`config.mk`:
```
export PLATFORM = sky130hd
export DESIGN_NAME = nibble_cpu
export DESIGN_NICKNAME = d
export VERILOG_FILES = /design/src/rtl/nibble_cpu.sv
export SDC_FILE = /design/constraint.sdc
export NUM_CORES = 1
export LEC_CHECK = 0
export ABC_AREA = 1
export CAP_MARGIN = 20
export CORE_MARGIN = 1.5
export CORE_UTILIZATION = 30
export CTS_CLUSTER_SIZE = 8
export DETAILED_ROUTE_END_ITERATION = 12
export PLACE_DENSITY = 0.48
export SETUP_SLACK_MARGIN = 0.02
export SLEW_MARGIN = 30
export SYNTH_ARGS = -nofsm -noshare
export SYNTH_HDL_FRONTEND = slang
export SYNTH_SLANG_ARGS = --single-unit
```
`constraint.sdc`:
```
create_clock -name clk -period 3.1 [get_ports clk]
set_clock_uncertainty 0.15 [all_clocks]
set_input_delay 0.62 -clock clk [delete_from_list [all_inputs] [get_ports clk]]
set_output_delay 0.62 -clock clk [all_outputs]
set_load 0.01 [all_outputs]
```
`src/rtl/nibble_cpu.sv`:
```
module nibble_cpu #(
  parameter int DW = 4,
  parameter int PW = 4,
  parameter int MW = 4
) (
  input  logic          clk,
  input  logic          rst_n,
  input  logic          halt,
  input  logic          prog_we,
  input  logic [PW-1:0] prog_addr,
  input  logic [DW+3:0] prog_data,
  input  logic [MW-1:0] peek_addr,
  output logic [DW-1:0] peek_data,
  output logic [PW-1:0] pc_o,
  output logic [DW-1:0] bus_o,
  output logic          conflict_o
);
  localparam int IW    = DW + 4;
  localparam int ROM_N = 1 << PW;
  localparam int RAM_N = 1 << MW;

  localparam logic [3:0] OP_LDA = 4'd0, OP_LDB = 4'd1, OP_LDC = 4'd2, OP_LDPC = 4'd3,
                         OP_WRM = 4'd4, OP_TALU = 4'd5, OP_TROM = 4'd6, OP_TRAM = 4'd7,
                         OP_TSUB = 4'd8, OP_JEQ = 4'd9;

  logic [IW-1:0] rom [ROM_N];
  logic [DW-1:0] ram [RAM_N];

  logic [PW-1:0] pc_q;
  logic          ph_q;
  logic [IW-1:0] ir_q;
  logic [MW-1:0] a_q;
  logic [DW-1:0] b_q, c_q;
  logic          sub_q, rom_en_q, alu_en_q, ram_en_q;

  logic [DW-1:0] imm, alu, ram_rd, bus;
  logic [3:0]    cmd;
  logic          exec;

  assign imm    = ir_q[IW-1:4];
  assign cmd    = ir_q[3:0];
  assign alu    = sub_q ? b_q - c_q : b_q + c_q;
  assign ram_rd = ram[a_q];
  assign bus    = ({DW{rom_en_q}} & imm) | ({DW{alu_en_q}} & alu) | ({DW{ram_en_q}} & ram_rd);
  assign exec   = ph_q & ~halt;

  assign bus_o      = bus;
  assign pc_o       = pc_q;
  assign peek_data  = ram[peek_addr];
  assign conflict_o = (rom_en_q & alu_en_q) | (rom_en_q & ram_en_q) | (alu_en_q & ram_en_q);

  always_ff @(posedge clk) begin
    if (prog_we) rom[prog_addr] <= prog_data;
  end

  always_ff @(posedge clk or negedge rst_n) begin
    if (!rst_n) begin
      for (int i = 0; i < RAM_N; i++) ram[i] <= '0;
    end else if (exec && cmd == OP_WRM) begin
      ram[a_q] <= bus;
    end
  end

  always_ff @(posedge clk or negedge rst_n) begin
    if (!rst_n) begin
      pc_q     <= '0;
      ph_q     <= 1'b0;
      ir_q     <= '0;
      a_q      <= '0;
      b_q      <= '0;
      c_q      <= '0;
      sub_q    <= 1'b0;
      rom_en_q <= 1'b0;
      alu_en_q <= 1'b0;
      ram_en_q <= 1'b0;
    end else if (!halt) begin
      ph_q <= ~ph_q;
      if (!ph_q) begin
        ir_q <= rom[pc_q];
        pc_q <= pc_q + 1'b1;
      end else begin
        case (cmd)
          OP_LDA:  a_q      <= MW'(bus);
          OP_LDB:  b_q      <= bus;
          OP_LDC:  c_q      <= bus;
          OP_LDPC: pc_q     <= PW'(bus);
          OP_TALU: alu_en_q <= ~alu_en_q;
          OP_TROM: rom_en_q <= ~rom_en_q;
          OP_TRAM: ram_en_q <= ~ram_en_q;
          OP_TSUB: sub_q    <= ~sub_q;
          OP_JEQ:  if (b_q == c_q) pc_q <= PW'(bus);
          default: ;
        endcase
      end
    end
  end
endmodule


```
# == Word level (Yosys, flattened, before mapping) ==
# Memory sizes are Yosys's and may differ from the RTL's. A register that Yosys moved wholly into a read port is not among the register bits.
# Index checks and enable logic that the tools add are counted.
# totals
register_bits,85
ram_bits,128
output_inout_bits,13
mem_count,1
in_bits,20
word_cells,91
# op_classes
reduce_logical,13
magnitude_cmp,3
n_eq_ne,12
bitwise,19
n_addsub,3
muxes,15
# memory_table
name,depth,word_bits,read_ports,rd_ports_with_merged_regs,wr,line_no,rtl
rom,16,8,1,1,1,26,logic [IW-1:0] rom [ROM_N];
# ops
op,n
$bwmux 64,1
$bmux 4 s4,2
$mux 4,8
$reduce_and 3->1,8
$demux 4 s4,1
$eq 4x3->1 const B,4
$and 4x4->4,3
$ge 5x5->1 const B,2
$not 4->5,2
$eq 4x2->1 const B,2
$eq 4x4->1 const B,2
$or 4x4->4,2
$pmux 4 s2,1
$not 1->1,6
$lt 5x1->1 const B,1
$add 4x1->4 const B,1
$add 4x4->4,1
$and 1x1->1,4
$eq 4x1->1 const B,1
$eq 4x4->1,1
$logic_not 4->1,1
$sub 4x4->4,1
$ne 3x1->1 const B,1
$ne 3x3->1 const B,1
other kinds (5),8

# == Depth between registers and ports, before layout ==
# Gate-level depths: netlist of run 1.
# logic_depth
word_depth,9
depth_mapped,16
ltp_nobuf,15

# == Worst setup path after synthesis of run 1 ==
# OpenSTA, ideal clock, no wires.
# synth_timing
kind,input to output
startpoint,in peek_addr[1]
endpoint,out peek_data[0]
slack_ns,0.624
path_stages,6
path_buffers,2
arrival_time_ns,1.706
cell_sequence,clkbuf_1 > clkbuf_1 > o21ai_0 > a21oi_1 > o22ai_1 > o21ai_0
# synth_between
elab_chain_len,4
# synth_lines
element,line_no,rtl
from (decl),12,"input logic [MW-1:0] peek_addr,"
$not 4->5 (not written as such),49,assign peek_data = ram[peek_addr];
$bmux 4 s4,49,
$mux 4 (not written as such) (2 in series),49,
to (decl),13,"output logic [DW-1:0] peek_data,"
# No other way between the ends. The select of a mux whose other input is x is not followed.

# == Worst setup path in the final report of run 1 ==
# layout_timing
startpoint,reg c_q[0]
endpoint,out bus_o[1]
# layout_between
elab_chain_len,5
word_cells_on_any_way,6
classes_between,2 x add/sub; 1 x mux; 3 x bitwise
# layout_lines
element,line_no,rtl
from (decl),33,"logic [DW-1:0] b_q, c_q;"
from (signal assigned),85,OP_LDC: c_q <= bus;
$add 4x4->4 or $sub 4x4->4 (tied branches),42,assign alu = sub_q ? b_q - c_q : b_q + c_q;
$mux 4 (*),42,
$and 4x4->4 (*),44,assign bus = ({DW{rom_en_q}} & imm) | ({DW{alu_en_q}} & alu) | ({DW{ram_en_q}} & ram_rd);
$or 4x4->4 (*) (2 in series),44,
to (decl),15,"output logic [DW-1:0] bus_o,"
# Mark *: on every way between the ends. The rest lies on a longest branch, timed or not.

==> summary.txt, run 1 <==
Detailed routing
  – Number of routed nets with antenna violations: 0
  – Via count: 7968
  – WL met2: 13300 um
  – Remaining routing DRC violations: 0
  – Initial DRC count: 483
  – Detailed-routing wirelength on met1: 14200 um
  – Total wire length after detailed routing: 29500 um
  – Post-DR wirelength/cell: 17.9 um
  – Post-DR vias/cell: 4.82
  – Met3 WL: 1270 um
  – Number of optimization iterations in the first detailed-route pass: 5
  – Highest routed layer: met4

Clock network
  – Clock sinks: 221
  – Latest clock arrival within the worst-skew pair: 0.56 ns
  – Number of buffers created by CTS: 31
  – Clk Tree Root Cell: clkbuf_16
  – CTS tree: built
  – Clock tree buffer depth: 3
  – Clock slew at the register clock pins of the worst setup and hold paths: 0.06 ns
  – H-tree level count: 1

Placement
  – Routability-driven placement congestion ratio: 0.855
  – Standard cell area after detailed placement: 11400 um2
  – Worst-case setup slack after placement: -0.106 ns
  – Final HPWL from detailed placement: 20000 um
  – Port bufs: 32

Synth
  – Count of flip-flops with a built-in enable after synthesis: 128
  – Mapped Cells: 1105
  – Xor and xnor area share after synthesis: 0.00594
  – Mapped Nets: 1134
  – Fraction of the mapped netlist area in compound gates: 0.149
  – Fraction of registers with async set/reset: 0.421
  – Synthesized area divided by synthesized cell count: 9.34 um2
  – Post-Synthesis Cell Area: 10300 um2
  – Proportion of synthesized chip area in sequential cells: 0.598
  – Share of synthesized cell area in and, or, nand and nor gates: 0.172
  – Multiplexer fraction of the synthesized cell area: 0.00388
  – Synth warnings: 0
  – Leading register cell type out of synthesis: edfxtp_1
  – Combinational family with the most area after synthesis: simple AND/OR/NAND/NOR gates
  – Arithmetic-cell share of the synthesized area counting full adders, half adders and majority gates: 0.0124
  – Count of distinct cell types in the synthesized netlist: 34
  – Total of flip-flops plus latches after synthesis: 221

Floorplan
  – Initial Utilization: 0.306
  – Die Y-Extent: 188 um
  – Core Area: 33700 um2
  – Number of top-level design ports: 33
  – Total Die Area: 35500 um2
  – DIE WIDTH: 188 um
  – Placement row count: 67

Cells and area
  – Synth-to-Final Area Change: 20.5%
  – Most frequent cells in the layout: nand2_1 (242), o21ai_0 (144), nor2_1 (143)
  – Final core area utilization: 0.369
  – Most frequent standard cell in the layout excluding fill and tap cells: nand2_1
  – Multi-input combinational cell area: 3600 um2
  – Fraction of layout instances using a drive strength above 1: 0.120
  – Layout net count: 1214
  – Number of inserted filler cells in the final layout: 3440
  – Reg area: 6180 um2
  – Finished Cell Area: 12400 um2
  – # diodes: 0

Timing
  – Final Slew Violations: 0
  – Upper clock frequency limit: 328 MHz
  – Aggregate negative setup slack: 0 ns
  – Slew of the pin with the lowest slew margin: 0.747 ns
  – Tightest slew margin relative to the limit: 0.500
  – Unrepaired setup endpoints after global routing: true
  – Final critical path time including I/O delays and setup: 3.05 ns
  – Final worst slack: 0.0513 ns
  – Number of hold-slack violations in the final timing report: 0
  – Setup violations, final: 0
  – Final worst path period share: 0.983

Global routing
  – Overall track demand over capacity in global routing: 0.167
  – Vias in the first global route: 7749
  – GR Overflow Total: 0
  – First-pass GRT wire length: 45900 um
  – Initial antenna violation count: 0
  – Maximum number of pins on one net before global-route repair: 84

Min path
  – Worst min path class: input pin to async pin

Status
  – Status: finished clean

Worst setup path
  – Arrival time of the worst setup path: 2.28 ns
  – Kind of start point of the critical path: flip-flop
  – Critical path type: flip-flop to output port
  – Critical path capture point type: output port
  – Maximum fanout along the worst path: 3
  – Worst EP required: 2.33 ns

Job
  – Number of max-cap violations: 0

Pwr
  – PnR Total Power: 0.0116 W
  – Power Density: 932 nW/um2
  – Peak supply drop: 599 uV
  – Static power due to leakage: 5.03 nW
## state kept, by name (all words and copies together), names as in the netlist
signal	count
ir_q	8
b_q	4
rom	128
sub_q	1
ram_en_q	1
rom_en_q	1
alu_en_q	1
pc_o	4
ram	64
a_q	4
c_q	4
ph_q	1
## final cells by class
class,instances,area share
Tap cell,448,0.0451
Inverter,94,0.0288
Clock inverter,1,0.00161
Sequential cell,221,0.497
Timing Repair Buffer,98,0.0690
Multi-Input combinational cell,739,0.290
Clock buffer,51,0.0692
## where the power goes
| part | internal, W | switching, W | leakage [nW] |
|---|---|---|---|
| sequential | 0.00345 | 0.000345 | 2.18 |
| combinational | 0.00156 | 0.00311 | 2.43 |
| clock | 0.00187 | 0.00126 | 0.421 |
## path summary, 6_finish.rpt
path | start | endpoint | slack, ns | cells after the start
max in group asynchronous | rst_n | pc_o[0] | 1.72 | 3
worst max-delay path | c_q[0] | bus_o[1] | 0.05 | 7
worst min register to register | ram[23] | ram[23] | 0.37 | 2
min in group clk | ram[23] | ram[23] | 0.37 | 2
worst min-delay path | rst_n | b_q[3] | 0.32 | 2
worst max register to register | c_q[0] | ram[14] | 0.71 | 12
## what timing repair did
item | in CTS | in global routing
buffers inserted | 2 | 7
pin swaps | 4 | 4
setup endpoints to repair | 8 | 5
endpoints found under the hold margin | 10 | 0
gates resized for setup | 26 | 16
hold buffers | 1 | 0
## worst max-delay path, cell delays in order (launching register included)
cell	delay [ns]
dfrtp_1	0.43
ha_2	0.21
fa_1	0.43
nor2_1	0.10
a21oi_1	0.05
a22oi_1	0.21
nand2_1	0.15
buf_6	0.15
## synth_stat cells (8+ instances only)
| cell | instances | area share |
|---|---|---|
| clkbuf_1 | 35 | 0.013 |
| a21oi_1 | 43 | 0.021 |
| dfrtp_1 | 93 | 0.23 |
| o22ai_1 | 12 | 0.0073 |
| a31oi_1 | 8 | 0.0048 |
| edfxtp_1 | 128 | 0.37 |
| nand2_1 | 244 | 0.089 |
| inv_1 | 86 | 0.031 |
| nor2_1 | 144 | 0.052 |
| o21ai_1 | 36 | 0.017 |
| o21ai_0 | 146 | 0.071 |
| o221ai_1 | 26 | 0.022 |
| nand3_1 | 25 | 0.012 |
## layer usage
metal	vias up	GRT usage
li1	3919	-
met1	3818	0.240
met2	187	0.264
met3	44	0.0227
met4	0	0.0485
met5	-	0
## logic make-up after synthesis
family                   count (synthesis)
AO/OA/AOI/OAI                          279
XOR/XNOR                                 7
adder cells (fa/ha/maj)                  9
buffers and inverters                  145
flip-flops                             221
multiplexers                             4
AND/OR/NAND/NOR                        440
## stage by stage
| stage | hold WS (ns) | cells |
|---|---|---|
| 5_1_grt | 0.316 | 1652 |
| 3_5_place_dp | 0.336 | 1590 |
| 2_1_floorplan | 0.174 | 1105 |
| 3_3_place_gp | 0.339 | 1590 |
| 6_report | 0.317 | 1652 |
| 4_1_cts | 0.292 | 1645 |
(Power assumes the default switching activity.)
==> run 2, diff against run 1 <==
Settings changed: ABC_CLOCK_PERIOD_IN_PS from default to 3700.
Clock period 3.1 ns to 3.7 ns, I/O delays scaled along.
==> run 2 against run 1 <==
- cell count decreased by 1.9%
- non-clock buffer count decreased by 38
- design area shrank 1.5%
- wire length down 0.40%
- total power decreased by 16%
- register-to-register slack improved by 0.50 ns
- sequential share of layout area is 0.74 points higher
- clock power is 7.0% lower
- sequential power is 15% lower
- critical path depth increased by 2
- via count is 1.5% lower
==> summary.txt, run 2 (synthesized netlist as in run 1, its figures left out) <==
Status
  – Status: finished clean

Worst setup path
  – R2R Path End: ram[54]
  – Critical path type: flip-flop to output port
  – Gate family responsible for the most delay along the worst path: simple AND/OR/NAND/NOR gates
  – Critical path capture point type: output port
  – Cells along the critical path: buf_4, nor2_1, nand2_1, nand3_1, nand2_1, nand2_1, o21ai_1, nand2_1, clkdlybuf4s50_1
  – CP peak stage delay: 0.58 ns
  – Cell with the biggest individual delay on the critical path: clkdlybuf4s50_1
  – Launch point of the worst reg-to-reg path: b_q[0]
  – Combined buffer and inverter count along the critical path: 2
  – Setup slack of the most critical reg-to-reg path: 1.21 ns
  – Cell seen most often among critical-path stages: nand2_1
  – Arrival time of the worst setup path: 2.63 ns
  – Cells on worst reg2reg path: 13
  – Kind of start point of the critical path: flip-flop
  – Maximum fanout along the worst path: 11
  – Worst EP required: 2.81 ns

Detailed routing
  – Initial DRC count: 607
  – Number of optimization iterations in the first detailed-route pass: 5
  – Via count: 7851
  – Remaining routing DRC violations: 0
  – Number of routed nets with antenna violations: 0
  – Total wire length after detailed routing: 29400 um
  – Post-DR vias/cell: 4.84
  – Post-DR wirelength/cell: 18.1 um

Floorplan
  – Core Area: 33700 um2
  – Placement row count: 67
  – DIE WIDTH: 188 um
  – Number of top-level design ports: 33
  – Initial Utilization: 0.306
  – Die Y-Extent: 188 um
  – Total Die Area: 35500 um2

Cells and area
  – Most frequent standard cell in the layout excluding fill and tap cells: nand2_1
  – # diodes: 0
  – Fraction of layout instances using a drive strength above 1: 0.0870
  – Layout net count: 1179
  – Most flop-heavy register: rom
  – Synth-to-Final Area Change: 18.7%
  – Biggest regs: rom x128, ram x64, ir_q x8
  – Flip-flop count of the largest register, all copies and words added: 128
  – Most frequent cells in the layout: nand2_1 (243), o21ai_0 (146), nor2_1 (144)
  – Final instance count without filler cells: 1621

Timing
  – Final worst slack: 0.179 ns
  – Upper clock frequency limit: 284 MHz
  – Setup violations, final: 0
  – Final critical path time including I/O delays and setup: 3.52 ns
  – Slew of the pin with the lowest slew margin: 0.834 ns
  – Number of hold-slack violations in the final timing report: 0
  – Aggregate negative setup slack: 0 ns
  – Tightest slew margin relative to the limit: 0.442
  – Minimum hold slack: 0.365 ns
  – Final Slew Violations: 0
  – Final worst path period share: 0.952
  – Unrepaired setup endpoints after global routing: false

Global routing
  – GR Overflow Total: 0
  – Initial antenna violation count: 0
  – First-pass GRT wire length: 45800 um
  – Maximum number of pins on one net before global-route repair: 70
  – Vias in the first global route: 7580
  – Overall track demand over capacity in global routing: 0.169

Pwr
  – Peak supply drop: 433 uV
  – Power Density: 799 nW/um2
  – Static power due to leakage: 4.90 nW

Placement
  – Worst-case setup slack after placement: 0.153 ns
  – Port bufs: 32
  – Post-placement cell count: 1561
  – Routability-driven placement congestion ratio: 0.866
  – Final HPWL from detailed placement: 19400 um

Clock network
  – Clock tree buffer depth: 3
  – Clock sinks: 221
  – Setup bufs post-CTS: 0
  – H-tree level count: 2
  – Clk Tree Root Cell: clkbuf_16
  – Clock slew at the register clock pins of the worst setup and hold paths: 0.05 ns
  – CTS tree: built
  – Latest clock arrival within the worst-skew pair: 0.53 ns
  – Number of buffers created by CTS: 34

Job
  – Number of max-cap violations: 0

Min path
  – End point of the most critical hold path: ram[32]
  – Worst min path class: flip-flop to flip-flop
  – Hold Startpoint: ram[32]
  – Hold Path Stages: 2
run 2: cell count changes in the layout (fill, tap and decap cells not counted), moves of 3 or more:
cell,before,now
clkbuf_16,31,34
dlygate4sd2_1,4,0
ha_1,4,7
clkdlybuf4s50_1,21,27
buf_6,4,0
buf_4,60,24
run 2: cell type report:
cell class / count / area, um2
fill: 3446 / 21500
sequential: 221 / 6170
multi-input combinational: 739 / 3560
clock buffer: 55 / 950
timing repair buffer: 60 / 583
tap: 448 / 561
inverter: 94 / 355
clock inverter: 4 / 67.6
run 2: report_power, final:
group	internal (W)	leakage (nW)	switching, W
Combinational	0.00116	2.24	0.00250
Sequential	0.00289	2.18	0.000327
Clock	0.00177	0.486	0.00114
Total	0.00582	4.90	0.00397
run 2: worst max-delay path by stage:
stage | to | depth (start not counted) | slack [ns] | from
2_1_floorplan | peek_data[0] | 6 | 0.98 | peek_addr[1]
3_3_place_gp | peek_data[1] | 7 | 0.15 | peek_addr[1]
3_5_place_dp | peek_data[1] | 6 | 0.15 | peek_addr[1]
4_1_cts | bus_o[2] | 11 | 0.06 | b_q[0]
5_1_grt | bus_o[3] | 14 | 0.03 | c_q[1]
6_report | bus_o[3] | 9 | 0.18 | a_q[0]
run 2: worst min-delay path, delay by kind of cell, from the launching register on:
family | cells | cell delay (ns)
flip-flops | 1 | 0.37
AND/OR/NAND/NOR | 2 | 0.11
run 2: metal layers:
metal  up-vias  track usage  routed length (um)
li1       3850            -                   -
met1      3750        0.238               13800
met2       212        0.264               13300
met3        39       0.0294                1620
met4         0       0.0510                 633
met5         -            0                   0
run 2: through the flow:
step	instance area (um2)	utilization	total power, W
after floorplan	10300	-	0.00550
after CTS	12200	0.363	0.00989
after detailed placement	11200	0.332	0.00693
after global routing	12200	0.363	0.0104
after global placement	11200	0.332	0.00692
final	12200	0.363	0.00979
run 2: what timing repair did:
action,CTS,global route
hold buffers,1,0
endpoints found under the setup margin,0,5
gates resized for setup,0,9
hold endpoints to repair,18,0
